<file path="src/rtl/idx_pkg.sv">
package idx_pkg;
   typedef enum logic [1:0] {
      SQ_FIRST = 2'd0,
      SQ_OPC   = 2'd1,
      SQ_OFS   = 2'd2
   } seq_state_t;
endpackage

</file>
<file path="src/rtl/idx_seq.sv">
module idx_seq #(
   parameter int         BYTE_W  = 8,
   parameter logic [7:0] PREBYTE = 8'h18
) (
   input  logic              clk,
   input  logic              rst,
   input  logic              byte_valid,
   input  logic [BYTE_W-1:0] byte_in,
   output logic              take_ofs,
   output logic              sel_y
);
   import idx_pkg::*;

   initial begin
      if (BYTE_W != 8) $error("idx_seq: BYTE_W must be 8");
   end

   seq_state_t state, state_nx;
   logic       sel_y_nx;

   always_comb begin
      state_nx = state;
      sel_y_nx = sel_y;
      if (byte_valid) begin
         unique case (state)
            SQ_FIRST: begin
               if (byte_in == PREBYTE[BYTE_W-1:0]) begin
                  state_nx = SQ_OPC;
                  sel_y_nx = 1'b1;
               end else begin
                  state_nx = SQ_OFS;
                  sel_y_nx = 1'b0;
               end
            end
            SQ_OPC:  state_nx = SQ_OFS;
            SQ_OFS:  state_nx = SQ_FIRST;
            default: state_nx = SQ_FIRST;
         endcase
      end
   end

   always_ff @(posedge clk) begin
      if (rst) begin
         state <= SQ_FIRST;
         sel_y <= 1'b0;
      end else begin
         state <= state_nx;
         sel_y <= sel_y_nx;
      end
   end

   assign take_ofs = byte_valid && (state == SQ_OFS);

   AST_SEQ_HOLD: assert property (@(posedge clk) disable iff (rst)
      !byte_valid |=> $stable(state)) else $error("sequencer moved on idle cycle");
   AST_SEQ_RESET: assert property (@(posedge clk)
      rst |=> (state == SQ_FIRST && !sel_y)) else $error("reset did not clear sequencer");
   AST_SEQ_PREFIX: assert property (@(posedge clk) disable iff (rst)
      (byte_valid && state == SQ_FIRST && byte_in == PREBYTE[BYTE_W-1:0]) |=> (sel_y && state == SQ_OPC))
      else $error("prefix not taken");
endmodule

</file>
<file path="src/rtl/idx_regs.sv">
module idx_regs #(
   parameter int ADDR_W = 16,
   parameter int BYTE_W = 8
) (
   input  logic              clk,
   input  logic              rst,
   input  logic              ld_x,
   input  logic              ld_y,
   input  logic              ld_b,
   input  logic [ADDR_W-1:0] ld_data,
   input  logic              abx_go,
   output logic [ADDR_W-1:0] x_q,
   output logic [ADDR_W-1:0] y_q,
   output logic [BYTE_W-1:0] b_q
);
   localparam int PAD_W = ADDR_W - BYTE_W;

   initial begin
      if (PAD_W <= 0) $error("idx_regs: ADDR_W must exceed BYTE_W");
   end

   logic [ADDR_W-1:0] abx_sum;
   assign abx_sum = x_q + {{PAD_W{1'b0}}, b_q};

   always_ff @(posedge clk) begin
      if (rst) begin
         x_q <= '0;
         y_q <= '0;
         b_q <= '0;
      end else begin
         if (ld_x)        x_q <= ld_data;
         else if (abx_go) x_q <= abx_sum;
         if (ld_y)        y_q <= ld_data;
         if (ld_b)        b_q <= ld_data[BYTE_W-1:0];
      end
   end

   AST_X_HOLD: assert property (@(posedge clk) disable iff (rst)
      (!ld_x && !abx_go) |=> $stable(x_q)) else $error("X changed without a write");
   AST_Y_HOLD: assert property (@(posedge clk) disable iff (rst)
      !ld_y |=> $stable(y_q)) else $error("Y changed without a write");
   AST_ABX_SUM: assert property (@(posedge clk) disable iff (rst)
      (abx_go && !ld_x) |=> (x_q == $past(x_q) + {{PAD_W{1'b0}}, $past(b_q)}))
      else $error("ABX result wrong");
   AST_LD_WINS: assert property (@(posedge clk) disable iff (rst)
      ld_x |=> (x_q == $past(ld_data))) else $error("X load lost");
endmodule

</file>
<file path="src/rtl/idx_adder.sv">
module idx_adder #(
   parameter int ADDR_W = 16,
   parameter int BYTE_W = 8
) (
   input  logic [ADDR_W-1:0] base,
   input  logic [BYTE_W-1:0] ofs,
   output logic [ADDR_W-1:0] sum
);
   localparam int PAD_W = ADDR_W - BYTE_W;

   initial begin
      if (PAD_W <= 0) $error("idx_adder: ADDR_W must exceed BYTE_W");
   end

   logic [ADDR_W:0] wide;
   assign wide = {1'b0, base} + {1'b0, {PAD_W{1'b0}}, ofs};
   assign sum  = wide[ADDR_W-1:0];
endmodule

</file>
<file path="src/rtl/idx_ea_gen.sv">
module idx_ea_gen #(
   parameter int         ADDR_W  = 16,
   parameter int         BYTE_W  = 8,
   parameter logic [7:0] PREBYTE = 8'h18,
   parameter bit         OUT_REG = 1'b1
) (
   input  logic              clk,
   input  logic              rst,
   input  logic              byte_valid,
   input  logic [BYTE_W-1:0] byte_in,
   input  logic              ld_x,
   input  logic              ld_y,
   input  logic              ld_b,
   input  logic [ADDR_W-1:0] ld_data,
   input  logic              abx_go,
   output logic              ea_valid,
   output logic [ADDR_W-1:0] ea_addr,
   output logic              ea_used_y
);
   localparam int PAD_W = ADDR_W - BYTE_W;

   initial begin
      if (ADDR_W != 16) $error("idx_ea_gen: ADDR_W must be 16");
      if (PAD_W <= 0)   $error("idx_ea_gen: ADDR_W must exceed BYTE_W");
   end

   logic              take_ofs;
   logic              sel_y;
   logic [ADDR_W-1:0] x_q, y_q, base, sum;
   logic [BYTE_W-1:0] b_q;

   idx_seq #(.BYTE_W(BYTE_W), .PREBYTE(PREBYTE)) u_seq (
      .clk(clk), .rst(rst), .byte_valid(byte_valid), .byte_in(byte_in),
      .take_ofs(take_ofs), .sel_y(sel_y)
   );

   idx_regs #(.ADDR_W(ADDR_W), .BYTE_W(BYTE_W)) u_regs (
      .clk(clk), .rst(rst), .ld_x(ld_x), .ld_y(ld_y), .ld_b(ld_b),
      .ld_data(ld_data), .abx_go(abx_go), .x_q(x_q), .y_q(y_q), .b_q(b_q)
   );

   assign base = sel_y ? y_q : x_q;

   idx_adder #(.ADDR_W(ADDR_W), .BYTE_W(BYTE_W)) u_add (
      .base(base), .ofs(byte_in), .sum(sum)
   );

   generate
      if (OUT_REG) begin : g_out_reg
         always_ff @(posedge clk) begin
            if (rst) begin
               ea_valid  <= 1'b0;
               ea_addr   <= '0;
               ea_used_y <= 1'b0;
            end else begin
               ea_valid <= take_ofs;
               if (take_ofs) begin
                  ea_addr   <= sum;
                  ea_used_y <= sel_y;
               end
            end
         end

         AST_STROBE_ONE: assert property (@(posedge clk) disable iff (rst)
            ea_valid |=> !ea_valid) else $error("strobe longer than one cycle");
         AST_EA_SUM: assert property (@(posedge clk) disable iff (rst)
            (byte_valid && take_ofs) |=> (ea_valid && ea_addr == $past(base) + {{PAD_W{1'b0}}, $past(byte_in)}))
            else $error("effective address wrong");
         AST_RESET_OUT: assert property (@(posedge clk)
            rst |=> !ea_valid) else $error("strobe after reset");
      end else begin : g_out_comb
         assign ea_valid  = take_ofs;
         assign ea_addr   = sum;
         assign ea_used_y = sel_y;
      end
   endgenerate
endmodule

</file>
<file path="config.mk">
export PLATFORM = sky130hd
export DESIGN_NAME = idx_ea_gen
export DESIGN_NICKNAME = d
export VERILOG_FILES = /design/src/rtl/idx_pkg.sv /design/src/rtl/idx_seq.sv /design/src/rtl/idx_regs.sv /design/src/rtl/idx_adder.sv /design/src/rtl/idx_ea_gen.sv
export SDC_FILE = /design/constraint.sdc
export NUM_CORES = 1
export LEC_CHECK = 0
export BUFFER_PORTS_ARGS = -buffer_cell sky130_fd_sc_hd__buf_2
export CORE_MARGIN = 10
export CORE_UTILIZATION = 58
export DETAILED_ROUTE_END_ITERATION = 6
export MAX_ROUTING_LAYER = met4
export PLACE_DENSITY_LB_ADDON = 0.1
export SYNTH_ARGS = -nofsm -noshare
export SYNTH_HDL_FRONTEND = slang
export SYNTH_SLANG_ARGS = --single-unit
</file>
<file path="constraint.sdc">
create_clock -name clk -period 3.4 [get_ports clk]
set_input_delay 0.51 -clock clk [delete_from_list [all_inputs] [get_ports clk]]
set_output_delay 0.51 -clock clk [all_outputs]
set_load 0.05 [all_outputs]
</file>
After elaboration in Yosys (flattened, before gate mapping)
Index checks and enable logic that the tools add are counted.
- word-level logic and storage cells: 23
- bits of input ports: 31
- output and inout port bits: 18
- bits in registers: 61
- equal/unequal tests: 3
- $add $sub $neg: 2
- mux-type cells: 6
- reductions and logical operators: 4
- operators with widths (kind ; count):
    $mux 16 ; 3
    $add 16x8->16 ; 2
    $eq 8x5->1 const B ; 1
    $pmux 2 s2 ; 1
    $eq 2x1->1 const B ; 1
    $eq 2x2->1 const B ; 1
    $logic_not 2->1 ; 1
    $mux 2 ; 1
    $reduce_and 2->1 ; 1
    $reduce_bool 2->1 ; 1
    $logic_and 1x1->1 ; 1
    $mux 1 ; 1

Logic depth before layout (Yosys ltp)
Gate-level depths: netlist of the first run.
- word-level depth: 3
- mapped depth: 11

Modules after synthesis
Synthesis of the first run repeated with hierarchy kept, for this count alone.
- cells, all modules: 390
- area total of the unflattened synthesis: 3659.8 µm²
- by module, submodules not included (module ; instances ; cells each ; area an instance (µm²)):
    idx_regs ; 1 ; 236 ; 2122.0
    idx_ea_gen ; 1 ; 75 ; 882.1
    idx_adder ; 1 ; 62 ; 490.5
    idx_seq ; 1 ; 17 ; 165.2

Worst setup path after synthesis of the first run
OpenSTA, ideal clock, no wires.
- path type: reg2reg
- from: register u_seq.sel_y
- to: register ea_addr[11]
- setup time: 0.116 ns
- arrival time: 2.807 ns
- data required time: 3.284 ns
- stages on the path, launching flop included: 11
- path slack: 0.478 ns
- path through: dfxtp_1 > buf_4 > buf_1 > mux2_2 > ha_1 > buf_4 > nand2_2 > a311o_1 > a211oi_1 > mux2_1 > a31o_1
- cells in the longest elaborated chain, start to end: 2
- ends and longest elaborated chain (element ; RTL line ; RTL):
    start: declaration ; idx_seq.sv:10 ; output logic sel_y
    start signal: assignment ; idx_seq.sv:48 ; sel_y <= sel_y_nx;
    $mux 16 ; idx_ea_gen.sv:42 ; assign base = sel_y ? y_q : x_q;
    $add 16x8->16 ; idx_adder.sv:16 ; assign wide = {1'b0, base} + {1'b0, {PAD_W{1'b0}}, ofs};
    end signal: assignment ; idx_ea_gen.sv:58 ; ea_addr <= sum;
    end: declaration ; idx_ea_gen.sv:17 ; output logic [ADDR_W-1:0] ea_addr,
Every way passes these cells.
A chain may end at the register's enable or synchronous reset.

Worst setup path after layout of the first run
Ends and elaborated chain as after synthesis.

==> flow_summary_export.csv, run 1 <==
group,metric,value,unit
critical_path,required,3.64,ns
floorplan,core_area,0.00603,sq mm
pwr,p_total,1.88,mW
yosys,synth_top_area_share,33.5,%
sta,whs,0.429,ns
critical_path,end_kind,"flop",
pwr,p_leak,1.81,nW
yosys,syn_nets,464,
sta,finalWorstSetupSlack,0.545,ns
placement,place.gp.congestion,0.948,
global_route,grt_pass1_wl,14.9,mm
sta,timing.slew.headroom,51.6,%
global_route,grt_pass1_vias,3188,
floorplan,die_area,0.00987,sq mm
cells_and_area,diodes,0,
job,max_cap_violations,0,
critical_path,cp.arrival,3.09,ns
critical_path,path_buf_inv,1,
yosys,synthTopCellsByArea,"dfxtp_1 33%, mux2i_1 9.6%, ha_1 5.5%",
floorplan,start_util,60.6,%
worst_hold_path,hold_path_class,"in -> reg",
cells_and_area,syn_to_final_growth,13.2,%
worst_hold_path,whs_path_depth,3,
sta,worstMarginPinSlew,0.727,ns
clock_tree,tritoncts.num_buffers,9,
critical_path,slowest_delay,0.53,ns
critical_path,crit_slowest_cell,"dfxtp_1",
sta,slew_viol_final,0,
sta,fmax,0.350,GHz
floorplan,rows,28,
placement,port_buffers,48,
global_route,grt_usage,18.5,%
drt,drt_wl_total,8.78,mm
clock_tree,htree_levels,3,
critical_path,critPathMaxFanout,16,
yosys,synth_cells,415,
sta,setup_viol,0,
placement,dpl_worst_slack,0.544,ns
floorplan,pin_count,49,
yosys,yosysUniqueCellTypes,71,
placement,dp_cells,517,
sta,fin_crit,2.86,ns
drt,drt-pass1-iter-count,4,
pwr,max-vdd-ir-drop,352,uV
drt,vias,3219,
cells_and_area,fin_area,0.00413,sq mm
drt,ant_nets,0,
cells_and_area,fin_cells,532,
drt,drt_iter0_drc,171,
sta,fin_crit_sh,84.0,%
pwr,power_density,456,mW/mm^2
yosys,synth_area,0.00365,sq mm
critical_path,rr_worst_depth,8,
global_route,grt_max_degree,43,
cells_and_area,fin_util,68.6,%
global_route,antenna_found_initial,0,
clock_tree,postCtsSetupRepairBufs,0,
clock_tree,cts.path.max_buffers,2,
critical_path,path_cells,"buf_4, mux2_2, ha_1, nor3_1, a311o_1, a211oi_1, mux2_1, a31o_1",
sta,rsz0062_at_grt,"false",
yosys,synth_seq_cells,61,
global_route,grt_overflow_total,0,
sta,finalHoldViolCount,0,
critical_path,cp-start-kind,"flop",
yosys,synthFlopType,"dfxtp_1",
yosys,syn_avg_cell_area,8.79,sq um
clock_tree,cts_root_buf,"clkbuf_8",
sta,setup_tns,0,ns
sta,finalClockSkew,0.00821,ns
critical_path,critical_path_class,"reg -> reg",
clock_tree,hold_buffers,0,
critical_path,path_depth,8,
cells_and_area,drive_above_1_share,19.9,%
yosys,synth_area_leader_cell,"dfxtp_1",
floorplan,die_w,99.3,um
yosys,synth_edf_count,0,
placement,placed_area,0.00390,sq mm
status,status,"finished clean",
clock_tree,cts_tree,"done",
drt,route.detailed.drc,0,
yosys,synth_seq_area_share,33.5,%
clock_tree,cts_resized,0,
critical_path,cp_top_family,"compound AO/OA/AOI/OAI gates",
yosys,yosysWarningCount,0,
cells_and_area,final_net_count,502,
placement,place_hpwl,6.50,mm
drt,wl_per_cell,16.5,um
drt,viasPerCell,6.05,
clock_tree,cts.clk_slew.worst_paths,0.07,ns
clock_tree,clock-sinks,61,
floorplan,die_h,99.3,um
yosys,async_reset_ff_share,0,%
clock_tree,clock_latency,0.34,ns
==> logic make-up after synthesis <==
kind of cell | after synthesis | synth area share [%]
AND/OR/NAND/NOR | 147 | 20.7
AO/OA/AOI/OAI | 98 | 20.0
adder cells (fa/ha/maj) | 18 | 6.58
buffers and inverters | 37 | 4.25
multiplexers | 47 | 13.3
flip-flops | 61 | 33.5
XOR/XNOR | 7 | 1.68
==> where the power goes <==
part	total (mW)	switching (mW)	internal (mW)
Sequential	0.789	0.0333	0.755
Combinational	0.347	0.209	0.138
Clock	0.747	0.279	0.469
Total	1.88	0.521	1.36
==> path summary, 6_finish.rpt <==
kind	startpoint	end	slack, ns
hold / removal	ld_data[11]	u_regs.y_q[11]	0.43
hold reg to reg	ea_addr[6]	ea_addr[6]	0.45
setup reg to reg	u_seq.sel_y	ea_addr[11]	0.54
setup / recovery	u_seq.sel_y	ea_addr[11]	0.54
==> Yosys cell counts, drive strengths merged (2+ instances only) <==
| cell | n |
|---|---|
| a2111oi | 2 |
| a211o | 7 |
| a211oi | 10 |
| a21o | 4 |
| a21oi | 27 |
| a221oi | 2 |
| a311o | 2 |
| a32oi | 4 |
| a41oi | 2 |
| and3 | 5 |
| and4 | 2 |
| and4b | 2 |
| buf | 12 |
| clkbuf | 12 |
| dfxtp | 61 |
| fa | 2 |
| ha | 16 |
| inv | 13 |
| mux2 | 12 |
| mux2i | 35 |
| nand2 | 23 |
| nand2b | 6 |
| nand3 | 22 |
| nand3b | 6 |
| nand4 | 4 |
| nor2 | 46 |
| nor2b | 4 |
| nor3 | 10 |
| nor3b | 3 |
| o211ai | 6 |
| o21a | 10 |
| o21ai | 8 |
| o311a | 2 |
| or2 | 3 |
| or3 | 4 |
| xnor2 | 5 |
| xor2 | 2 |
==> state kept, by name (all words and copies together) (netlist names) <==
register     cells
ea_addr         16
u_regs.x_q      16
u_regs.y_q      16
u_regs.b_q       8
u_seq.state      2
ea_used_y        1
ea_valid         1
u_seq.sel_y      1
==> layout by cell type, fill, tap and decap left out, types with 3 or more instances in the layout <==
cell type / count
nand3b_1: 6
clkbuf_8: 12
nor3_1: 10
a211o_1: 6
nand2_1: 22
xnor2_1: 5
dfxtp_1: 61
a32oi_1: 4
mux2_2: 11
buf_4: 3
o21ai_0: 5
nand3_1: 21
and3_1: 4
nand2b_1: 6
a21o_1: 4
o211ai_1: 6
or3_1: 4
o21a_1: 9
inv_1: 13
a211oi_1: 8
mux2i_1: 35
buf_2: 48
a21oi_1: 25
ha_1: 16
nand4_1: 4
nor2_1: 46
nor2b_1: 4
==> layout make-up <==
type,instances,area (sq um)
clock buffer,12,165
clock inverter,3,67.6
fill,526,1890
inverter,13,48.8
multi-input combinational,317,2270
sequential,61,1220
tap,75,93.8
timing repair buffer,51,263
==> routing by layer <==
metal / vias to the layer above / global-route usage [%] / share of wire, %
met1: 1501 / 21.4 / 45
li1: 1605 / - / -
met2: 89 / 29.1 / 47
met3: 24 / 4.78 / 4.8
met4: 0 / 9.26 / 3.0
met5: - / - / 0
==> tightest hold or removal path: cells and delay by family <==
kind | cells | cell delay (ns)
simple gates | 1 | 0.07
buf+inv | 1 | 0.09
mux | 1 | 0.06
Note: power is estimated with default switching activity, not from simulation.
==> run 2, diff against run 1 <==
Clock period 3.4 ns to 2.65 ns, I/O delays scaled along.
==> flow_summary_export.csv, run 2 (synthesis results as in run 1) <==
group,metric,value,unit
status,status,"finished clean",
cells_and_area,final_net_count,506,
drt,ant_nets,0,
clock_tree,htree_levels,3,
cells_and_area,regArea,0.00122,sq mm
critical_path,crit_slowest_cell,"dfxtp_4",
floorplan,die_area,0.00987,sq mm
sta,worstMarginPinSlew,0.762,ns
cells_and_area,fin_util,69.2,%
global_route,grt_pass1_vias,3189,
critical_path,cp-start-kind,"flop",
sta,finalHoldViolCount,0,
pwr,seqPwrFrac,42.0,%
placement,port_buffers,48,
pwr,p_sw,0.674,mW
clock_tree,cts.path.max_buffers,2,
sta,slew_viol_final,0,
sta,rsz0062_at_grt,"false",
sta,fmax,0.399,GHz
pwr,power_density,577,mW/mm^2
cells_and_area,drive_above_1_share,21.2,%
sta,fin_crit,2.51,ns
floorplan,start_util,60.6,%
critical_path,cp.arrival,2.74,ns
floorplan,die_h,99.3,um
critical_path,slowest_delay,0.42,ns
placement,place.gp.congestion,0.945,
pwr,internal_power,1.73,mW
job,max_cap_violations,0,
sta,fin_crit_sh,94.7,%
drt,wl_per_cell,16.3,um
cells_and_area,syn_to_final_growth,14.2,%
critical_path,critPathMaxFanout,11,
global_route,grt_usage,18.7,%
floorplan,rows,28,
drt,drt_iter0_drc,164,
placement,dpl_worst_slack,0.125,ns
critical_path,required,2.88,ns
placement,placed_area,0.00393,sq mm
sta,timing.slew.headroom,49.2,%
worst_hold_path,hold_path_class,"in -> reg",
pwr,max-vdd-ir-drop,412,uV
critical_path,reg2reg_slack,0.14,ns
floorplan,core_area,0.00603,sq mm
sta,setup_viol,0,
pwr,clkPwrFrac,39.0,%
cells_and_area,final_cell_mix,"60 x dfxtp_1, 48 x buf_2, 46 x nor2_1",
clock_tree,tritoncts.num_buffers,9,
floorplan,die_w,99.3,um
drt,vias,3200,
pwr,combPwrFrac,18.9,%
sta,finalClockSkew,0.00882,ns
drt,drt-pass1-iter-count,4,
cells_and_area,fin_area,0.00417,sq mm
pwr,p_leak,1.83,nW
global_route,grt_max_degree,42,
sta,setup_tns,0,ns
global_route,grt_pass1_wl,14.9,mm
critical_path,path_cells,"mux2_2, ha_1, inv_1, fa_1, and2b_1, o2111a_1, o31ai_1, xor2_1, a22o_1",
cells_and_area,reg.largest.list,"ea_addr (16), u_regs.x_q (16), u_regs.y_q (16)",
cells_and_area,multiInputGateArea,0.00228,sq mm
cells_and_area,layout_commonest_cell,"dfxtp_1",
cells_and_area,diodes,0,
clock_tree,clock_latency,0.34,ns
clock_tree,cts_root_buf,"clkbuf_8",
drt,drt_wl_total,8.73,mm
clock_tree,cts.clk_slew.worst_paths,0.07,ns
global_route,antenna_found_initial,0,
critical_path,end_kind,"flop",
drt,route.detailed.drc,0,
global_route,grt_overflow_total,0,
cells_and_area,fillerInstances,518,
pwr,p_total,2.41,mW
critical_path,critical_path_class,"reg -> reg",
placement,place_hpwl,6.60,mm
pwr,swShare,28.0,%
sta,finalWorstSetupSlack,0.141,ns
clock_tree,clock-sinks,61,
clock_tree,cts_tree,"done",
floorplan,pin_count,49,
drt,viasPerCell,5.96,
## run 2: cell count changes in the layout (fill, tap and decap cells not counted), sizes merged
cell      change
clkinv        +2
clkinvlp      -1
buf           +4
## run 2: power by group through the flow
stage	Combinational, mW	Clock [mW]	Sequential [mW]
after detailed placement	0.449	0	1.03
after global placement	0.442	0	1.03
after global routing	0.509	0.995	1.02
after floorplan	0.310	0	1.05
final	0.455	0.939	1.01
after CTS	0.453	0.960	1.01
## run 2: what timing repair did
item	CTS	global route
resized for setup	0	3
hold buffers	0	0
buffers inserted	0	0
setup endpoints to repair	0	4
## run 2: path summary, 6_finish.rpt
kind / startpoint / to / cells after the start
worst min register to register: ea_addr[4] / ea_addr[4] / 2
worst max-delay path: u_seq.sel_y / ea_addr[10] / 9
worst min-delay path: ld_data[15] / u_regs.x_q[15] / 3
worst max register to register: u_seq.sel_y / ea_addr[10] / 9
## run 2: worst max-delay path: cells and delay by family (launching register included)
kind / cells / cell delay (ns)
DFF: 1 / 0.42
xor gates and xnor gates: 1 / 0.13
adders and majority gates: 2 / 0.39
and+or+nand+nor: 1 / 0.21
AOI/OAI and AO/OA: 3 / 0.83
muxes: 1 / 0.35
buffers and inverters: 1 / 0.08
## run 2: metal layers
layer	global-route usage (%)	share of wire (%)
met2	30.6	49
met5	-	0
met4	8.71	1.9
met1	21.7	44
met3	3.32	4.6
## run 2: layout make-up
cell class              instances  share of cell area [%]
clock buffers                  12                    3.72
clock inverters                 4                    1.68
inverters                      13                    1.17
multi-input cells             317                    54.8
flip-flops and latches         61                    29.4
well taps                      75                    2.25
repair buffers                 55                    7.02
## run 2: per-stage QoR
step | hold slack [ns] | std cells
floorplan | 0.454 | 415
CTS | 0.304 | 537
global route | 0.337 | 537
detailed placement | 0.442 | 521
global placement | 0.439 | 521
finish | 0.318 | 537
